## src/rtl/aq_pkg.sv

```systemverilog
package aq_pkg;
    localparam int NUM_CH  = 2;
    localparam int ADDR_W  = 2;
    localparam int DATA_W  = 10;
    localparam int CODE_W  = 2;
    localparam int FRC_W   = CODE_W * NUM_CH;

    localparam logic [ADDR_W-1:0] ADR_ACT_A = 2'd0;
    localparam logic [ADDR_W-1:0] ADR_ACT_B = 2'd1;
    localparam logic [ADDR_W-1:0] ADR_SETUP = 2'd2;
    localparam logic [ADDR_W-1:0] ADR_FORCE = 2'd3;

    typedef enum logic [1:0] {
        ACT_NONE   = 2'b00,
        ACT_LOW    = 2'b01,
        ACT_HIGH   = 2'b10,
        ACT_TOGGLE = 2'b11
    } act_e;

    typedef enum logic [1:0] {
        RLD_ZERO   = 2'b00,
        RLD_PERIOD = 2'b01,
        RLD_EITHER = 2'b10,
        RLD_NOW    = 2'b11
    } rld_e;

    typedef enum logic {
        FRC_SYNCED  = 1'b0,
        FRC_PENDING = 1'b1
    } frc_state_e;

    typedef enum logic {
        LVL_LOW  = 1'b0,
        LVL_HIGH = 1'b1
    } lvl_e;

    typedef struct packed {
        act_e on_cmpb;
        act_e on_cmpa;
        act_e on_period;
        act_e on_zero;
    } act_word_t;

    typedef struct packed {
        logic zero;
        logic period;
        logic cmpa;
        logic cmpb;
    } evt_t;
endpackage

```

## src/rtl/aq_regs.sv

```systemverilog
module aq_regs
    import aq_pkg::*;
(
    input  logic                      clk,
    input  logic                      rst_n,
    input  logic                      wr_en,
    input  logic [ADDR_W-1:0]         wr_addr,
    input  logic [DATA_W-1:0]         wr_data,
    output act_word_t                 act_q [NUM_CH],
    output rld_e                      reload_sel,
    output logic                      frc_wr,
    output logic [FRC_W-1:0]          frc_wdata
);
    act_word_t act_r [NUM_CH];
    rld_e      rsel_r;

    generate
        for (genvar c = 0; c < NUM_CH; c++) begin : g_act
            localparam logic [ADDR_W-1:0] MY_ADR = ADDR_W'(c);
            always_ff @(posedge clk or negedge rst_n) begin
                if (!rst_n) begin
                    act_r[c] <= '{ACT_NONE, ACT_NONE, ACT_NONE, ACT_NONE};
                end else if (wr_en && wr_addr == MY_ADR) begin
                    act_r[c] <= '{act_e'(wr_data[9:8]), act_e'(wr_data[5:4]),
                                  act_e'(wr_data[3:2]), act_e'(wr_data[1:0])};
                end
            end
            assign act_q[c] = act_r[c];
        end
    endgenerate

    always_ff @(posedge clk or negedge rst_n) begin
        if (!rst_n) begin
            rsel_r <= RLD_ZERO;
        end else if (wr_en && wr_addr == ADR_SETUP) begin
            rsel_r <= rld_e'(wr_data[7:6]);
        end
    end

    assign reload_sel = rsel_r;
    assign frc_wr     = wr_en && (wr_addr == ADR_FORCE);
    assign frc_wdata  = wr_data[FRC_W-1:0];
endmodule

```

## src/rtl/aq_force_ctl.sv

```systemverilog
module aq_force_ctl
    import aq_pkg::*;
(
    input  logic               clk,
    input  logic               rst_n,
    input  logic               tick,
    input  evt_t               ev,
    input  rld_e               reload_sel,
    input  logic               frc_wr,
    input  logic [FRC_W-1:0]   frc_wdata,
    output logic [FRC_W-1:0]   frc_eff,
    output frc_state_e         state
);
    frc_state_e        state_q, state_d;
    logic [FRC_W-1:0]  shadow_q, active_q;
    logic              at_point, load_now;

    always_comb begin
        unique case (reload_sel)
            RLD_ZERO:   at_point = ev.zero;
            RLD_PERIOD: at_point = ev.period;
            RLD_EITHER: at_point = ev.zero | ev.period;
            RLD_NOW:    at_point = 1'b1;
            default:    at_point = 1'b0;
        endcase
    end

    assign load_now = (state_q == FRC_PENDING) && tick && at_point;

    always_comb begin
        state_d = state_q;
        unique case (state_q)
            FRC_SYNCED:  if (frc_wr) state_d = FRC_PENDING;
            FRC_PENDING: if (load_now && !frc_wr) state_d = FRC_SYNCED;
            default:     state_d = FRC_SYNCED;
        endcase
    end

    always_ff @(posedge clk or negedge rst_n) begin
        if (!rst_n) begin
            state_q  <= FRC_SYNCED;
            shadow_q <= '0;
            active_q <= '0;
        end else begin
            state_q <= state_d;
            if (load_now) active_q <= shadow_q;
            if (frc_wr)   shadow_q <= frc_wdata;
        end
    end

    assign frc_eff = load_now ? shadow_q : active_q;
    assign state   = state_q;
endmodule

```

## src/rtl/aq_chan.sv

```systemverilog
module aq_chan
    import aq_pkg::*;
(
    input  logic               clk,
    input  logic               rst_n,
    input  logic               tick,
    input  evt_t               ev,
    input  act_word_t          act,
    input  logic [CODE_W-1:0]  frc,
    output logic               level
);
    lvl_e lvl_q, lvl_d;
    act_e win;

    always_comb begin
        if (ev.cmpb && act.on_cmpb != ACT_NONE)           win = act.on_cmpb;
        else if (ev.cmpa && act.on_cmpa != ACT_NONE)      win = act.on_cmpa;
        else if (ev.period && act.on_period != ACT_NONE)  win = act.on_period;
        else if (ev.zero && act.on_zero != ACT_NONE)      win = act.on_zero;
        else                                              win = ACT_NONE;
    end

    always_comb begin
        lvl_d = lvl_q;
        if (tick) begin
            if (frc == 2'b01)      lvl_d = LVL_LOW;
            else if (frc == 2'b10) lvl_d = LVL_HIGH;
            else begin
                unique case (win)
                    ACT_NONE:   lvl_d = lvl_q;
                    ACT_LOW:    lvl_d = LVL_LOW;
                    ACT_HIGH:   lvl_d = LVL_HIGH;
                    ACT_TOGGLE: lvl_d = (lvl_q == LVL_HIGH) ? LVL_LOW : LVL_HIGH;
                    default:    lvl_d = lvl_q;
                endcase
            end
        end
    end

    always_ff @(posedge clk or negedge rst_n) begin
        if (!rst_n) lvl_q <= LVL_LOW;
        else        lvl_q <= lvl_d;
    end

    assign level = (lvl_q == LVL_HIGH);
endmodule

```

## src/rtl/pwm_aq.sv

```systemverilog
module pwm_aq
    import aq_pkg::*;
(
    input  logic               clk,
    input  logic               rst_n,
    input  logic               tick,
    input  logic               ev_zero,
    input  logic               ev_period,
    input  logic               ev_cmpa,
    input  logic               ev_cmpb,
    input  logic               wr_en,
    input  logic [1:0]         wr_addr,
    input  logic [9:0]         wr_data,
    output logic               pwm_a,
    output logic               pwm_b
);
    evt_t              ev;
    act_word_t         act_q [NUM_CH];
    rld_e              reload_sel;
    logic              frc_wr;
    logic [FRC_W-1:0]  frc_wdata;
    logic [FRC_W-1:0]  frc_eff;
    frc_state_e        frc_state;
    logic [NUM_CH-1:0] lvl;

    assign ev = '{zero: ev_zero, period: ev_period, cmpa: ev_cmpa, cmpb: ev_cmpb};

    aq_regs u_regs (
        .clk(clk), .rst_n(rst_n), .wr_en(wr_en), .wr_addr(wr_addr),
        .wr_data(wr_data), .act_q(act_q), .reload_sel(reload_sel),
        .frc_wr(frc_wr), .frc_wdata(frc_wdata)
    );

    aq_force_ctl u_force (
        .clk(clk), .rst_n(rst_n), .tick(tick), .ev(ev),
        .reload_sel(reload_sel), .frc_wr(frc_wr), .frc_wdata(frc_wdata),
        .frc_eff(frc_eff), .state(frc_state)
    );

    generate
        for (genvar c = 0; c < NUM_CH; c++) begin : g_ch
            aq_chan u_chan (
                .clk(clk), .rst_n(rst_n), .tick(tick), .ev(ev),
                .act(act_q[c]), .frc(frc_eff[c*CODE_W +: CODE_W]),
                .level(lvl[c])
            );
        end
    endgenerate

    assign pwm_a = lvl[0];
    assign pwm_b = lvl[1];
endmodule

```

## config.mk

```make
export PLATFORM = sky130hd
export DESIGN_NAME = pwm_aq
export DESIGN_NICKNAME = d
export VERILOG_FILES = /design/src/rtl/aq_pkg.sv /design/src/rtl/aq_regs.sv /design/src/rtl/aq_force_ctl.sv /design/src/rtl/aq_chan.sv /design/src/rtl/pwm_aq.sv
export SDC_FILE = /design/constraint.sdc
export NUM_CORES = 1
export LEC_CHECK = 0
export ABC_AREA = 1
export BUFFER_PORTS_ARGS = -buffer_cell sky130_fd_sc_hd__buf_2
export CAP_MARGIN = 5
export CORE_ASPECT_RATIO = 0.75
export CORE_MARGIN = 1.5
export CORE_UTILIZATION = 55
export CTS_CLUSTER_DIAMETER = 150
export DETAILED_ROUTE_END_ITERATION = 8
export GPL_TIMING_DRIVEN = 0
export HOLD_SLACK_MARGIN = 0.06
export PLACE_DENSITY = 0.79
export SLEW_MARGIN = 20
export SYNTH_ARGS = -nofsm -noshare
export SYNTH_HDL_FRONTEND = slang
export SYNTH_SLANG_ARGS = --single-unit
```

## constraint.sdc

```tcl
create_clock -name clk -period 2 [get_ports clk]
set_input_delay 0.1 -clock clk [delete_from_list [all_inputs] [get_ports clk]]
set_output_delay 0.1 -clock clk [all_outputs]
set_load 0.02 [all_outputs]
```

### Word level (Yosys, flattened, before mapping)

Index checks and enable logic that the tools add are counted.

* RAM bits: 0
* bits in registers: 29
* word-level logic and storage cells: 85
* bits in read-only memories: 0
* bits in latches: 0
* output and inout bits: 2
* memories kept: 0

* $add $sub $neg: 0
* eq/ne operators: 18
* reduce and logical (&&, ||, !) cells: 30
* div/mod/pow operators: 0
* magnitude comparators: 0
* shift operators: 0
* bitwise logic cells: 2
* multiply operators: 0
* mux-type cells: 21

Operators with widths (count)
* == test 2 bit (second input constant): 10
* two-way mux 2 bit: 8
* nonzero test 2 bit: 8
* logical AND 1 bit: 15
* == test 2 x 1 -> 1 bit (second input constant): 6
* logical NOT 2 bit: 4
* two-way mux 1 bit: 8
* != test 3 x 1 -> 1 bit (second input constant): 2
* one-hot mux 1 bit (3 select lines): 2
* two-way mux 4 bit: 1
* one-hot mux 1 bit (4 select lines): 1
* AND reduction 2 bit: 2
* one-hot mux 1 bit (2 select lines): 1
* logical NOT 1 bit: 1
* NOT 1 bit: 1
* bitwise OR 1 bit: 1

### Logic depth before layout (Yosys ltp)

* depth after elaboration: 10
* gate-level depth with buffers: 10
* mapped depth without buffers: 10

### Modules after synthesis

Synthesis repeated with hierarchy kept, for this count alone.

* cells, all modules: 211
* area total of the unflattened synthesis: 1597.8 um^2

Modules (own cells, without submodules)
* aq_regs: instances 1, cells each 87, area each 783.3 um^2
* aq_chan: instances 2, cells each 40, area each 206.4 um^2
* aq_force_ctl: instances 1, cells each 44, area each 401.6 um^2

### Worst setup path after synthesis

Ideal clock, no wire load.

* kind: reg2reg
* start: register u_regs.rsel_r[0], in the netlist u_regs.reload_sel[0]
* end: register g_ch[1].u_chan.lvl_q
* required time: 1.882 ns
* setup time: 0.118 ns
* data arrival time: 1.029 ns
* clock period less this slack: 1.147 ns
* buffers on the path: 0
* setup slack: 0.853 ns
* stages on the path, launching flop included: 9
* cells stage by stage: dfrtp_1 > nor2_1 > nand2_2 > nand3_4 > nand2_1 > nand2_2 > nor2_1 > a21oi_1 > nor2_1

* word-level cells in the longest chain between the ends: 7
* elaborated cells between the ends (all ways): 13
* those cells by class: eq/ne (6); mux (4); reduce/logical (3)

RTL lines
* start, declared: line aq_regs.sv:15 `rld_e rsel_r;`
* start signal, assigned: line aq_regs.sv:36 `rsel_r <= rld_e'(wr_data[7:6]);`
* == test 2 bit (tied with other cells): line aq_force_ctl.sv:19 `unique case (reload_sel)`
* one-hot mux 1 bit (4 select lines) (*): line aq_force_ctl.sv:19
* logical AND 1 bit (*): line aq_force_ctl.sv:28 `assign load_now = (state_q == FRC_PENDING) && tick && at_point;`
* two-way mux 4 bit (*): line aq_force_ctl.sv:51 `assign frc_eff = load_now ? shadow_q : active_q;`
* == test 2 bit or == test 2 x 1 -> 1 bit (tied branches): line aq_chan.sv:27, aq_chan.sv:26
* != test 3 x 1 -> 1 bit (no source line) or two-way mux 1 bit (tied branches)
* AND reduction 2 bit (no source line) or two-way mux 1 bit (tied branches)
* end signal, assigned: line aq_chan.sv:42 `else lvl_q <= lvl_d;`
* end, declared: line aq_chan.sv:12 `lvl_e lvl_q, lvl_d;`

Every way passes the cells marked *; elsewhere a longest branch is shown, timed or not.
A chain may end at the register's enable or synchronous reset.

### Worst setup path in the final report

Ends and elaborated chain as after synthesis.

==> results_dict.tcl <==
set metrics [dict create \
    cts_buffers 5 \
    cts_root_buffer "clkbuf_4" \
    ioPinCount 22 \
    die_width_um 61.91 \
    post_drt_wl_per_cell_um 12.41 \
    antenna_found_initial 0 \
    drive_above_1_share 0.1927 \
    worstSetupEndpointType "flop" \
    path_buf_inv 0 \
    min_period_ps 1305 \
    core_area_um2 2384 \
    r2r_setup_slack_ps 700 \
    synth_flop_cell "dfrtp_1" \
    crit_cells 8 \
    whs_endpoint "u_regs.act_q[6]$_DFFE_PN0P_" \
    setup_viol 0 \
    crit_slowest_cell "dfrtp_1" \
    post_dp_cell_area_um2 1579 \
    syn_area_per_cell_um2 7.779 \
    rr_startpoint "u_regs.reload_sel[0]$_DFFE_PN0P_" \
    run_status "complete, no violations" \
    async_flop_share 1.000 \
    fin_area_um2 1699 \
    critPathMostFrequentCell "nor2_1" \
    cts_tree "yes" \
    hp-start "wr_data[8]" \
    num_antenna_cells 0 \
    vias_per_cell 5.107 \
    tightest_slew_ps 642.3 \
    track_usage 0.2481 \
    rows 15 \
    htreeDepth 2 \
    ir_drop_uv 547.7 \
    startpoint_type "flop" \
    reg2regPathDepth 8 \
    grt_pass1_wl_um 5071 \
    first_iter_violations 59 \
    synth_edf_count 0 \
    p_seq_frac 0.481 \
    routabilityCongestion 0.7999 \
    multi_input_area_um2 596.8 \
    final_common_cell "nand2_1" \
    cts_sinks 29 \
    setup_tns_ps 0 \
    nNetsFinal 237 \
    crit_type "reg -> reg" \
    maxSlewViolCount 0 \
    slowest_delay_ps 430 \
    crit_fanout 7 \
    fin_skew_ps 6.018 \
    syn-num-nets 204 \
    area_growth_syn_to_layout_pct 18.71 \
    dr.pass1.iters 4 \
    switching_power_mw 0.5833 \
    hold_violations 0 \
    initial_core_util 0.6005 \
    grt_overflow 0 \
    cts_setup_buffers 0 \
    seq_area_frac_synth 0.5070 \
    fillers 207 \
    cpLargestDelayFamily "simple AND/OR/NAND/NOR gates" \
    rsz0062_at_grt "false" \
    regArea_um2 725.7 \
    holdPathStages 3 \
    maxCapViolCount 0 \
    dpl.hpwl_um 2318 \
    crit_path_cell_trace "nor2_1, nand2_2, nand3_4, nand2_1, nand2_2, nor2_1, a21oi_1, nor2_1" \
    final_cell_mix "nand2_1 (59), dfrtp_1 (29), inv_1 (26)" \
    ant_nets 0 \
    ys_seq_elements 29 \
    intPower_mw 1.120 \
    die_area_um2 2921 \
    reg2reg_to "g_ch[1].u_chan.level$_DFFE_PN0P_" \
    yosysWarnings 0 \
    synthCells 184 \
    swShare 0.3425 \
    worstSkewPairLatency_ps 320 \
    power.density_nw_per_um2 1002 \
    critical_path_arrival_ps 1520 \
    relSlewSlack 0.5718 \
    netlist_area_um2 1431 \
    pwr-share-clk 0.237 \
    p_comb_frac 0.283 \
    p_leak_nw 0.9325 \
    required_ps 2210 \
    port_buffers 21 \
    ys_types 17 \
    clk_pin_slew_ps 90 \
    fmax_ghz 0.7666 \
    grt_pass1_vias 1200 \
    dieHeight_um 47.18 \
    dr_total_vias 1287 \
    grt_max_degree 30 \
    finalCritPeriodShare 0.6523 \
    cts_buffer_depth 2 \
    drc_errors 0 \
    routed_wl_um 3127 \
    min_path_type "in -> reg" \
]
final cells by class:
type / instances / area share
plain buffers: 2 / 0.004418
clock buffers: 7 / 0.03829
clock inverters: 1 / 0.002946
inverters: 27 / 0.05965
multi-input cells: 126 / 0.3513
flip-flops and latches: 29 / 0.4271
well taps: 34 / 0.02504
repair buffers: 26 / 0.09131
cell usage after synthesis (all sizes together), types with 2 or more instances:
| cell type | instances | area, um^2 |
|---|---|---|
| dfrtp | 29 | 725.7 |
| nand4 | 6 | 37.54 |
| mux2 | 2 | 22.52 |
| nand2 | 67 | 271.5 |
| clkbuf | 2 | 7.510 |
| o21ai | 25 | 125.1 |
| inv | 27 | 101.3 |
| a21oi | 3 | 15.01 |
| nand3 | 13 | 77.58 |
| nor2 | 6 | 22.52 |
power by group through the flow:
stage | registers, mW | logic, mW | clock network, mW
floorplan | 0.825 | 0.334 | 0
global placement | 0.817 | 0.455 | 0
detailed placement | 0.827 | 0.474 | 0
CTS | 0.815 | 0.485 | 0.411
global route | 0.833 | 0.560 | 0.435
finish | 0.819 | 0.481 | 0.403
kinds of logic after synthesis:
logic type	count (synthesis)	share of synthesized area
AO/OA/AOI/OAI	29	0.1031
buffers and inverters	29	0.07605
flip-flops	29	0.5070
multiplexers	2	0.01573
AND/OR/NAND/NOR	95	0.2981
per-layer routing:
metal / global-route usage / wire length, um / share of wire
met1: 0.3108 / 1508 / 0.48
met2: 0.4253 / 1464 / 0.47
met3: 0.06612 / 130 / 0.042
met4: 0.07660 / 23 / 0.0074
met5: 0 / 0 / 0
per-stage QoR:
step	total power [mW]	util	hold WS, ps	instances	setup WS [ps]
finish	1.703	0.7129	74.41	252	695.5
global route	1.827	0.7129	70.45	252	558.3
CTS	1.711	0.7129	67.22	252	704.5
detailed placement	1.301	0.6625	162.7	239	723.4
global placement	1.271	0.6625	152.9	239	760.1
floorplan	1.159	-	-195.6	184	852.9
registers in the layout, summed over array words and instances, names as in the netlist:
register / count
g_ch.u_chan.level: 2
u_force.active_q: 4
u_force.shadow_q: 4
u_force.state: 1
u_regs.act_q: 16
u_regs.reload_sel: 2
worst max-delay path by stage:
| stage | slack, ps | startpoint | to |
|---|---|---|---|
| floorplan | 850 | u_regs.reload_sel[0]$_DFFE_PN0P_ | g_ch[1].u_chan.level$_DFFE_PN0P_ |
| global placement | 760 | u_regs.act_q[14]$_DFFE_PN0P_ | g_ch[0].u_chan.level$_DFFE_PN0P_ |
| detailed placement | 720 | u_regs.reload_sel[0]$_DFFE_PN0P_ | g_ch[1].u_chan.level$_DFFE_PN0P_ |
| CTS | 700 | u_regs.reload_sel[0]$_DFFE_PN0P_ | g_ch[1].u_chan.level$_DFFE_PN0P_ |
| global route | 560 | u_regs.act_q[15]$_DFFE_PN0P_ | g_ch[0].u_chan.level$_DFFE_PN0P_ |
| finish | 700 | u_regs.reload_sel[0]$_DFFE_PN0P_ | g_ch[1].u_chan.level$_DFFE_PN0P_ |
what timing repair did:
action / 4_1_cts / 5_1_grt
gates resized for setup: 0 / 0
endpoints found under the setup margin: 0 / 0
hold buffers: 5 / 0
endpoints found under the hold margin: 35 / 0
worst reg2reg max path, delay by kind of cell, from the launching register on:
kind | cells | cell delay, ps
compound gates | 1 | 110
flops | 1 | 430
simple gates | 7 | 650
Note: power is estimated with default switching activity, not from simulation.
